--- src/rtl/ies_pkg.sv ---
package ies_pkg;
    localparam int WORD_W    = 16;
    localparam int TYPE_W    = 8;
    localparam int ADDR_W    = 20;
    localparam int SEG_SHIFT = 4;
    localparam int ENTRY_LG2 = 2;
    localparam int IF_POS    = 9;
    localparam int TF_POS    = 8;

    typedef enum logic [2:0] {
        ST_IDLE,
        ST_PUSH_FL,
        ST_PUSH_CS,
        ST_PUSH_IP,
        ST_RD_OFF,
        ST_RD_SEG,
        ST_DONE
    } ies_state_e;

    typedef struct packed {
        ies_state_e          state;
        logic [TYPE_W-1:0]   vtype;
        logic [WORD_W-1:0]   flags;
        logic [WORD_W-1:0]   cs;
        logic [WORD_W-1:0]   ip;
        logic [WORD_W-1:0]   ss;
        logic [WORD_W-1:0]   sp;
        logic [WORD_W-1:0]   off_tmp;
        logic [WORD_W-1:0]   new_cs;
        logic [WORD_W-1:0]   new_ip;
        logic [WORD_W-1:0]   new_flags;
        logic [WORD_W-1:0]   new_sp;
    } ies_regs_t;
endpackage

--- src/rtl/ies_phys_addr.sv ---
module ies_phys_addr #(
    parameter int WORD_W    = ies_pkg::WORD_W,
    parameter int ADDR_W    = ies_pkg::ADDR_W,
    parameter int SEG_SHIFT = ies_pkg::SEG_SHIFT
) (
    input  logic [WORD_W-1:0] seg_i,
    input  logic [WORD_W-1:0] off_i,
    output logic [ADDR_W-1:0] phys_o
);
    logic [ADDR_W-1:0] seg_ext;
    logic [ADDR_W-1:0] off_ext;

    always_comb begin
        seg_ext = ADDR_W'(seg_i) << SEG_SHIFT;
        off_ext = ADDR_W'(off_i);
        phys_o  = seg_ext + off_ext;
    end
endmodule

--- src/rtl/ies_flag_clear.sv ---
module ies_flag_clear #(
    parameter int WORD_W = ies_pkg::WORD_W,
    parameter int IF_POS = ies_pkg::IF_POS,
    parameter int TF_POS = ies_pkg::TF_POS
) (
    input  logic [WORD_W-1:0] flags_i,
    output logic [WORD_W-1:0] flags_o
);
    for (genvar b = 0; b < WORD_W; b++) begin : g_bit
        if (b == IF_POS || b == TF_POS) begin : g_clr
            assign flags_o[b] = 1'b0;
        end else begin : g_keep
            assign flags_o[b] = flags_i[b];
        end
    end
endmodule

--- src/rtl/ies_vec_offset.sv ---
module ies_vec_offset #(
    parameter int TYPE_W    = ies_pkg::TYPE_W,
    parameter int WORD_W    = ies_pkg::WORD_W,
    parameter int ENTRY_LG2 = ies_pkg::ENTRY_LG2,
    parameter bit HI_WORD   = 1'b0
) (
    input  logic [TYPE_W-1:0] type_i,
    output logic [WORD_W-1:0] off_o
);
    localparam logic [WORD_W-1:0] WORD_BYTES = WORD_W'(WORD_W / 8);

    logic [WORD_W-1:0] base;

    always_comb begin
        base = WORD_W'(type_i) << ENTRY_LG2;
        if (HI_WORD) begin
            off_o = base + WORD_BYTES;
        end else begin
            off_o = base;
        end
    end
endmodule

--- src/rtl/ies_fsm.sv ---
module ies_fsm
    import ies_pkg::*;
#(
    parameter int WORD_W = ies_pkg::WORD_W,
    parameter int TYPE_W = ies_pkg::TYPE_W
) (
    input  logic              clk,
    input  logic              rst_n,
    input  logic              start_i,
    input  logic [TYPE_W-1:0] type_i,
    input  logic [WORD_W-1:0] flags_i,
    input  logic [WORD_W-1:0] cs_i,
    input  logic [WORD_W-1:0] ip_i,
    input  logic [WORD_W-1:0] ss_i,
    input  logic [WORD_W-1:0] sp_i,
    input  logic [WORD_W-1:0] vec_lo_i,
    input  logic [WORD_W-1:0] vec_hi_i,
    input  logic [WORD_W-1:0] masked_flags_i,
    input  logic              ack_i,
    input  logic [WORD_W-1:0] rdata_i,
    output logic              req_o,
    output logic              we_o,
    output logic [WORD_W-1:0] seg_o,
    output logic [WORD_W-1:0] off_o,
    output logic [WORD_W-1:0] wdata_o,
    output logic [TYPE_W-1:0] vtype_o,
    output logic [WORD_W-1:0] saved_flags_o,
    output logic              busy_o,
    output logic              done_o,
    output logic [WORD_W-1:0] new_cs_o,
    output logic [WORD_W-1:0] new_ip_o,
    output logic [WORD_W-1:0] new_flags_o,
    output logic [WORD_W-1:0] new_sp_o
);
    localparam logic [WORD_W-1:0] STEP = WORD_W'(WORD_W / 8);

    ies_regs_t r_d, r_q;
    logic [WORD_W-1:0] sp_dec;

    always_comb begin
        r_d     = r_q;
        req_o   = 1'b0;
        we_o    = 1'b0;
        seg_o   = '0;
        off_o   = '0;
        wdata_o = '0;
        sp_dec  = r_q.sp - STEP;

        unique case (r_q.state)
            ST_IDLE: begin
                if (start_i) begin
                    r_d.vtype = type_i;
                    r_d.flags = flags_i;
                    r_d.cs    = cs_i;
                    r_d.ip    = ip_i;
                    r_d.ss    = ss_i;
                    r_d.sp    = sp_i;
                    r_d.state = ST_PUSH_FL;
                end
            end
            ST_PUSH_FL, ST_PUSH_CS, ST_PUSH_IP: begin
                req_o = 1'b1;
                we_o  = 1'b1;
                seg_o = r_q.ss;
                off_o = sp_dec;
                case (r_q.state)
                    ST_PUSH_FL: wdata_o = r_q.flags;
                    ST_PUSH_CS: wdata_o = r_q.cs;
                    default:    wdata_o = r_q.ip;
                endcase
                if (ack_i) begin
                    r_d.sp = sp_dec;
                    case (r_q.state)
                        ST_PUSH_FL: r_d.state = ST_PUSH_CS;
                        ST_PUSH_CS: r_d.state = ST_PUSH_IP;
                        default:    r_d.state = ST_RD_OFF;
                    endcase
                end
            end
            ST_RD_OFF: begin
                req_o = 1'b1;
                off_o = vec_lo_i;
                if (ack_i) begin
                    r_d.off_tmp = rdata_i;
                    r_d.state   = ST_RD_SEG;
                end
            end
            ST_RD_SEG: begin
                req_o = 1'b1;
                off_o = vec_hi_i;
                if (ack_i) begin
                    r_d.new_cs    = rdata_i;
                    r_d.new_ip    = r_q.off_tmp;
                    r_d.new_flags = masked_flags_i;
                    r_d.new_sp    = r_q.sp;
                    r_d.state     = ST_DONE;
                end
            end
            ST_DONE: begin
                r_d.state = ST_IDLE;
            end
            default: begin
                r_d.state = ST_IDLE;
            end
        endcase
    end

    always_ff @(posedge clk) begin
        if (!rst_n) begin
            r_q <= '{state: ST_IDLE, default: '0};
        end else begin
            r_q <= r_d;
        end
    end

    assign vtype_o       = r_q.vtype;
    assign saved_flags_o = r_q.flags;
    assign busy_o        = (r_q.state != ST_IDLE);
    assign done_o        = (r_q.state == ST_DONE);
    assign new_cs_o      = r_q.new_cs;
    assign new_ip_o      = r_q.new_ip;
    assign new_flags_o   = r_q.new_flags;
    assign new_sp_o      = r_q.new_sp;
endmodule

--- src/rtl/int_entry_seq.sv ---
module int_entry_seq
    import ies_pkg::*;
#(
    parameter int WORD_W    = ies_pkg::WORD_W,
    parameter int TYPE_W    = ies_pkg::TYPE_W,
    parameter int ADDR_W    = ies_pkg::ADDR_W,
    parameter int SEG_SHIFT = ies_pkg::SEG_SHIFT,
    parameter int ENTRY_LG2 = ies_pkg::ENTRY_LG2,
    parameter int IF_POS    = ies_pkg::IF_POS,
    parameter int TF_POS    = ies_pkg::TF_POS
) (
    input  logic              clk,
    input  logic              rst_n,
    input  logic              start_i,
    input  logic [TYPE_W-1:0] type_i,
    input  logic [WORD_W-1:0] flags_i,
    input  logic [WORD_W-1:0] cs_i,
    input  logic [WORD_W-1:0] ip_i,
    input  logic [WORD_W-1:0] ss_i,
    input  logic [WORD_W-1:0] sp_i,
    output logic              mem_req_o,
    output logic              mem_we_o,
    output logic [ADDR_W-1:0] mem_addr_o,
    output logic [WORD_W-1:0] mem_wdata_o,
    input  logic              mem_ack_i,
    input  logic [WORD_W-1:0] mem_rdata_i,
    output logic              busy_o,
    output logic              done_o,
    output logic [WORD_W-1:0] new_cs_o,
    output logic [WORD_W-1:0] new_ip_o,
    output logic [WORD_W-1:0] new_flags_o,
    output logic [WORD_W-1:0] new_sp_o
);
    logic [WORD_W-1:0] seg_w, off_w, vec_lo, vec_hi, saved_flags, masked_flags;
    logic [TYPE_W-1:0] vtype;

    ies_vec_offset #(.TYPE_W(TYPE_W), .WORD_W(WORD_W), .ENTRY_LG2(ENTRY_LG2), .HI_WORD(1'b0))
        u_vec_lo (.type_i(vtype), .off_o(vec_lo));

    ies_vec_offset #(.TYPE_W(TYPE_W), .WORD_W(WORD_W), .ENTRY_LG2(ENTRY_LG2), .HI_WORD(1'b1))
        u_vec_hi (.type_i(vtype), .off_o(vec_hi));

    ies_flag_clear #(.WORD_W(WORD_W), .IF_POS(IF_POS), .TF_POS(TF_POS))
        u_flags (.flags_i(saved_flags), .flags_o(masked_flags));

    ies_phys_addr #(.WORD_W(WORD_W), .ADDR_W(ADDR_W), .SEG_SHIFT(SEG_SHIFT))
        u_addr (.seg_i(seg_w), .off_i(off_w), .phys_o(mem_addr_o));

    ies_fsm #(.WORD_W(WORD_W), .TYPE_W(TYPE_W)) u_fsm (
        .clk            (clk),
        .rst_n          (rst_n),
        .start_i        (start_i),
        .type_i         (type_i),
        .flags_i        (flags_i),
        .cs_i           (cs_i),
        .ip_i           (ip_i),
        .ss_i           (ss_i),
        .sp_i           (sp_i),
        .vec_lo_i       (vec_lo),
        .vec_hi_i       (vec_hi),
        .masked_flags_i (masked_flags),
        .ack_i          (mem_ack_i),
        .rdata_i        (mem_rdata_i),
        .req_o          (mem_req_o),
        .we_o           (mem_we_o),
        .seg_o          (seg_w),
        .off_o          (off_w),
        .wdata_o        (mem_wdata_o),
        .vtype_o        (vtype),
        .saved_flags_o  (saved_flags),
        .busy_o         (busy_o),
        .done_o         (done_o),
        .new_cs_o       (new_cs_o),
        .new_ip_o       (new_ip_o),
        .new_flags_o    (new_flags_o),
        .new_sp_o       (new_sp_o)
    );
endmodule

--- config.mk ---
export PLATFORM = sky130hd
export DESIGN_NAME = int_entry_seq
export DESIGN_NICKNAME = d
export VERILOG_FILES = /design/src/rtl/ies_pkg.sv /design/src/rtl/ies_phys_addr.sv /design/src/rtl/ies_flag_clear.sv /design/src/rtl/ies_vec_offset.sv /design/src/rtl/ies_fsm.sv /design/src/rtl/int_entry_seq.sv
export SDC_FILE = /design/constraint.sdc
export NUM_CORES = 1
export LEC_CHECK = 0
export BUFFER_PORTS_ARGS = -buffer_cell sky130_fd_sc_hd__buf_4
export CAP_MARGIN = 20
export CORE_MARGIN = 2
export CORE_UTILIZATION = 45
export DETAILED_ROUTE_END_ITERATION = 12
export GPL_TIMING_DRIVEN = 0
export PLACE_DENSITY_LB_ADDON = 0.15
export SETUP_SLACK_MARGIN = 0.02
export SYNTH_ARGS = -nofsm -noshare
export SYNTH_HDL_FRONTEND = slang
export SYNTH_SLANG_ARGS = --single-unit
export TNS_END_PERCENT = 50
--- constraint.sdc ---
create_clock -name clk -period 3.5 [get_ports clk]
set_input_delay 0.175 -clock clk [delete_from_list [all_inputs] [get_ports clk]]
set_output_delay 0.175 -clock clk [all_outputs]
set_load 0.01 [all_outputs]
==> qor.csv <==
metric,value,unit
n_antenna_cell,0,
finalCriticalPeriod,3.908,ns
fin_skew,0.01206,ns
maxSlewViolCount,0,
synth_compound_area_share,19.24,%
ys.flop_type,dfxtp_1,
numPlacedInstances,1504,
worstMarginPinSlew,0.7740,ns
cts_tree,done,
wl_per_cell,15.28,µm
io_buffers,208,
required,3.32,ns
outcome,"complete, but fails checks",
peakVddDrop,0.3995,mV
yosys.area_share.xor_xnor,1.417,%
power_frac_clock,36.7,%
track_usage,26.20,%
drv_cap,0,
fin_ws,-0.4075,ns
clkSlewWorstSetupHoldPaths,0.07,ns
ys_ff_latch,169,
drt_pass1_iterations,5,
synthCells,1070,
finalNonFillerCells,1632,
synth_top_family_by_area,simple AND/OR/NAND/NOR gates,
grt_antenna_before_repair,0,
synth_commonest_cells,"nand2_1 (331), a21oi_1 (200), dfxtp_1 (169)",
p_leak,4.990,nW
cts_buffers,17,
powerDensity,451.5,nW/µm²
p_int,3.715,mW
cts.sinks,169,
vias_per_cell,5.075,
htreeDepth,4,
setup_viol,10,
place_hpwl,17.92,mm
p_sw_share,29.74,%
start_kind,flip-flop,
violations,setup timing,
dieArea,18940,µm²
end_kind,output port,
synth_area_leaders,"dfxtp_1 (42%), nand2_1 (15%), a21oi_1 (12%)",
start_util,46.30,%
num_vias,8282,
nets,1516,
gp_congestion,0.8641,
seq_power_share,39.7,%
synthMuxAreaShare,2.740,%
relSlewSlack,48.21,%
ant_nets,0,
core,17360,µm²
drc,0,
synth_edf_count,0,
p_comb_share,23.6,%
crit_type,flip-flop to output port,
power.total,5.288,mW
drive_above_1_share,29.64,%
die_w,137.6,µm
ys_seq_area_share,42.10,%
netlist.area_leader.share,42.10,%
setup-tns-final,-2.558,ns
final_area,11710,µm²
p_sw,1.573,mW
hold-worst-slack,0.006962,ns
grt_pass1_vias,7705,
fmax,0.2559,GHz
clockBufferDepth,2,
avgSynthCellArea,7.511,µm²
critPathArrivalTime,3.73,ns
synth_most_common_cell,nand2_1,
synthArstFlopShare,0,%
critPathMaxFanout,6,
ys_warn_count,0,
cts-root-buf,clkbuf_16,
syn_area,8036,µm²
synth_cell_types,54,
rsz0062_at_grt,yes,
hold_violations,0,
fp.dieH,137.6,µm
wl,24.93,mm
drtIter0Drc,617,
fill_cells,1467,
hp-class,primary input to flip-flop,
place_area,9926,µm²
num_rows,48,
area_growth_syn_to_layout,45.76,%
grt_max_degree,17,
fin_crit_sh,111.6,%
yosys.area_share.simple,22.14,%
grt_overflow,0,
io_pins,212,
grt_pass1_wl,38.41,mm
synth_adder_area_share,2.273,%
clock_latency,0.43,ns
synth_top_area_cell,dfxtp_1,
-- final timing paths --
check	startpoint	to	slack, ns	depth (start not counted)
worst max-delay path	u_fsm.r_q[82]	mem_addr_o[18]	-0.41	15
worst min-delay path	ss_i[4]	u_fsm.r_q[100]	0.007	3
worst max register to register	u_fsm.r_q[82]	u_fsm.r_q[87]	-0.10	25
worst min register to register	u_fsm.r_q[100]	u_fsm.r_q[100]	0.45	2
-- cell type report --
class / instances / area (µm²) / share of cell area [%]
timing repair buffer: 306 / 2506 / 21.40
tap: 225 / 281.5 / 2.403
sequential: 169 / 3392 / 28.96
multi-input combinational: 754 / 4104 / 35.04
buffer: 135 / 778.2 / 6.644
clock inverter: 13 / 165.2 / 1.410
clock buffer: 19 / 442.9 / 3.781
inverter: 11 / 43.79 / 0.3739
-- logic make-up (layout without fill, tap and decap cells) --
group | count (synthesis) | after routing
multiplexers | 20 | 20
XOR/XNOR | 13 | 13
buffers and inverters | 148 | 484
flip-flops | 169 | 169
AND/OR/NAND/NOR | 430 | 430
adder cells (fa/ha/maj) | 14 | 14
AO/OA/AOI/OAI | 275 | 275
other | 1 | 2
-- critical path, cell delays in order (launching register included) --
cell      delay, ns
dfxtp_4        0.36
inv_2          0.07
ha_4           0.13
or3b_1         0.35
clkbuf_8       0.16
buf_4          0.13
or4_4          0.47
a21oi_2        0.23
a21o_1         0.15
ha_4           0.16
a211o_1        0.11
a31oi_2        0.04
or3_4          0.41
a21oi_4        0.15
mux2i_2        0.22
buf_4          0.15
-- flip-flops by register name, summed over array words and instances, names as in the netlist --
signal / count
u_fsm.new_sp_o: 16
u_fsm.r_q: 83
u_fsm.new_ip_o: 16
u_fsm.new_cs_o: 16
u_fsm.vtype_o: 8
u_fsm.saved_flags_o: 16
u_fsm.new_flags_o: 14
-- power by group through the flow --
stage | combinational (mW) | sequential [mW] | clock (mW)
3_3_place_gp | 0.953 | 2.13 | 0
2_1_floorplan | 0.600 | 2.11 | 0
6_report | 1.25 | 2.10 | 1.94
3_5_place_dp | 0.959 | 2.13 | 0
4_1_cts | 1.14 | 2.09 | 1.96
5_1_grt | 1.35 | 2.11 | 2.03
-- cell usage in the layout (no fill, tap or decap), drive strengths merged, types with 13 or more instances in the layout --
master	count
o21ai	21
clkbuf	84
dfxtp	169
inv	15
ha	13
buf	309
dlygate4sd3	67
a21oi	203
nor2	38
and2	16
mux2	16
nand2	331
a22oi	14
-- per-stage QoR --
stage / utilization, % / worst slack [ns]
4_1_cts: 66.36 / -0.4051
5_1_grt: 67.49 / -0.5126
6_report: 67.49 / -0.4075
2_1_floorplan: - / 0.07320
3_3_place_gp: 57.19 / -0.2723
3_5_place_dp: 57.19 / -0.2560
-- what timing repair did --
action | CTS | global route
buffers inserted | 27 | 5
setup endpoints to repair | 12 | 13
pin swaps | 20 | 14
gates cloned | 0 | 0
gates resized for setup | 34 | 40
hold buffers | 66 | 1
hold endpoints to repair | 74 | 1
-- routing by layer --
| metal | routed length (µm) | vias up | global-route usage [%] |
|---|---|---|---|
| li1 | - | 4156 | - |
| met1 | 10610 | 3767 | 33.93 |
| met2 | 11940 | 313 | 42.73 |
| met3 | 1727 | 46 | 4.930 |
| met4 | 656 | 0 | 11.05 |
| met5 | 0 | - | 0 |
Power figures use the tool's default switching activity.
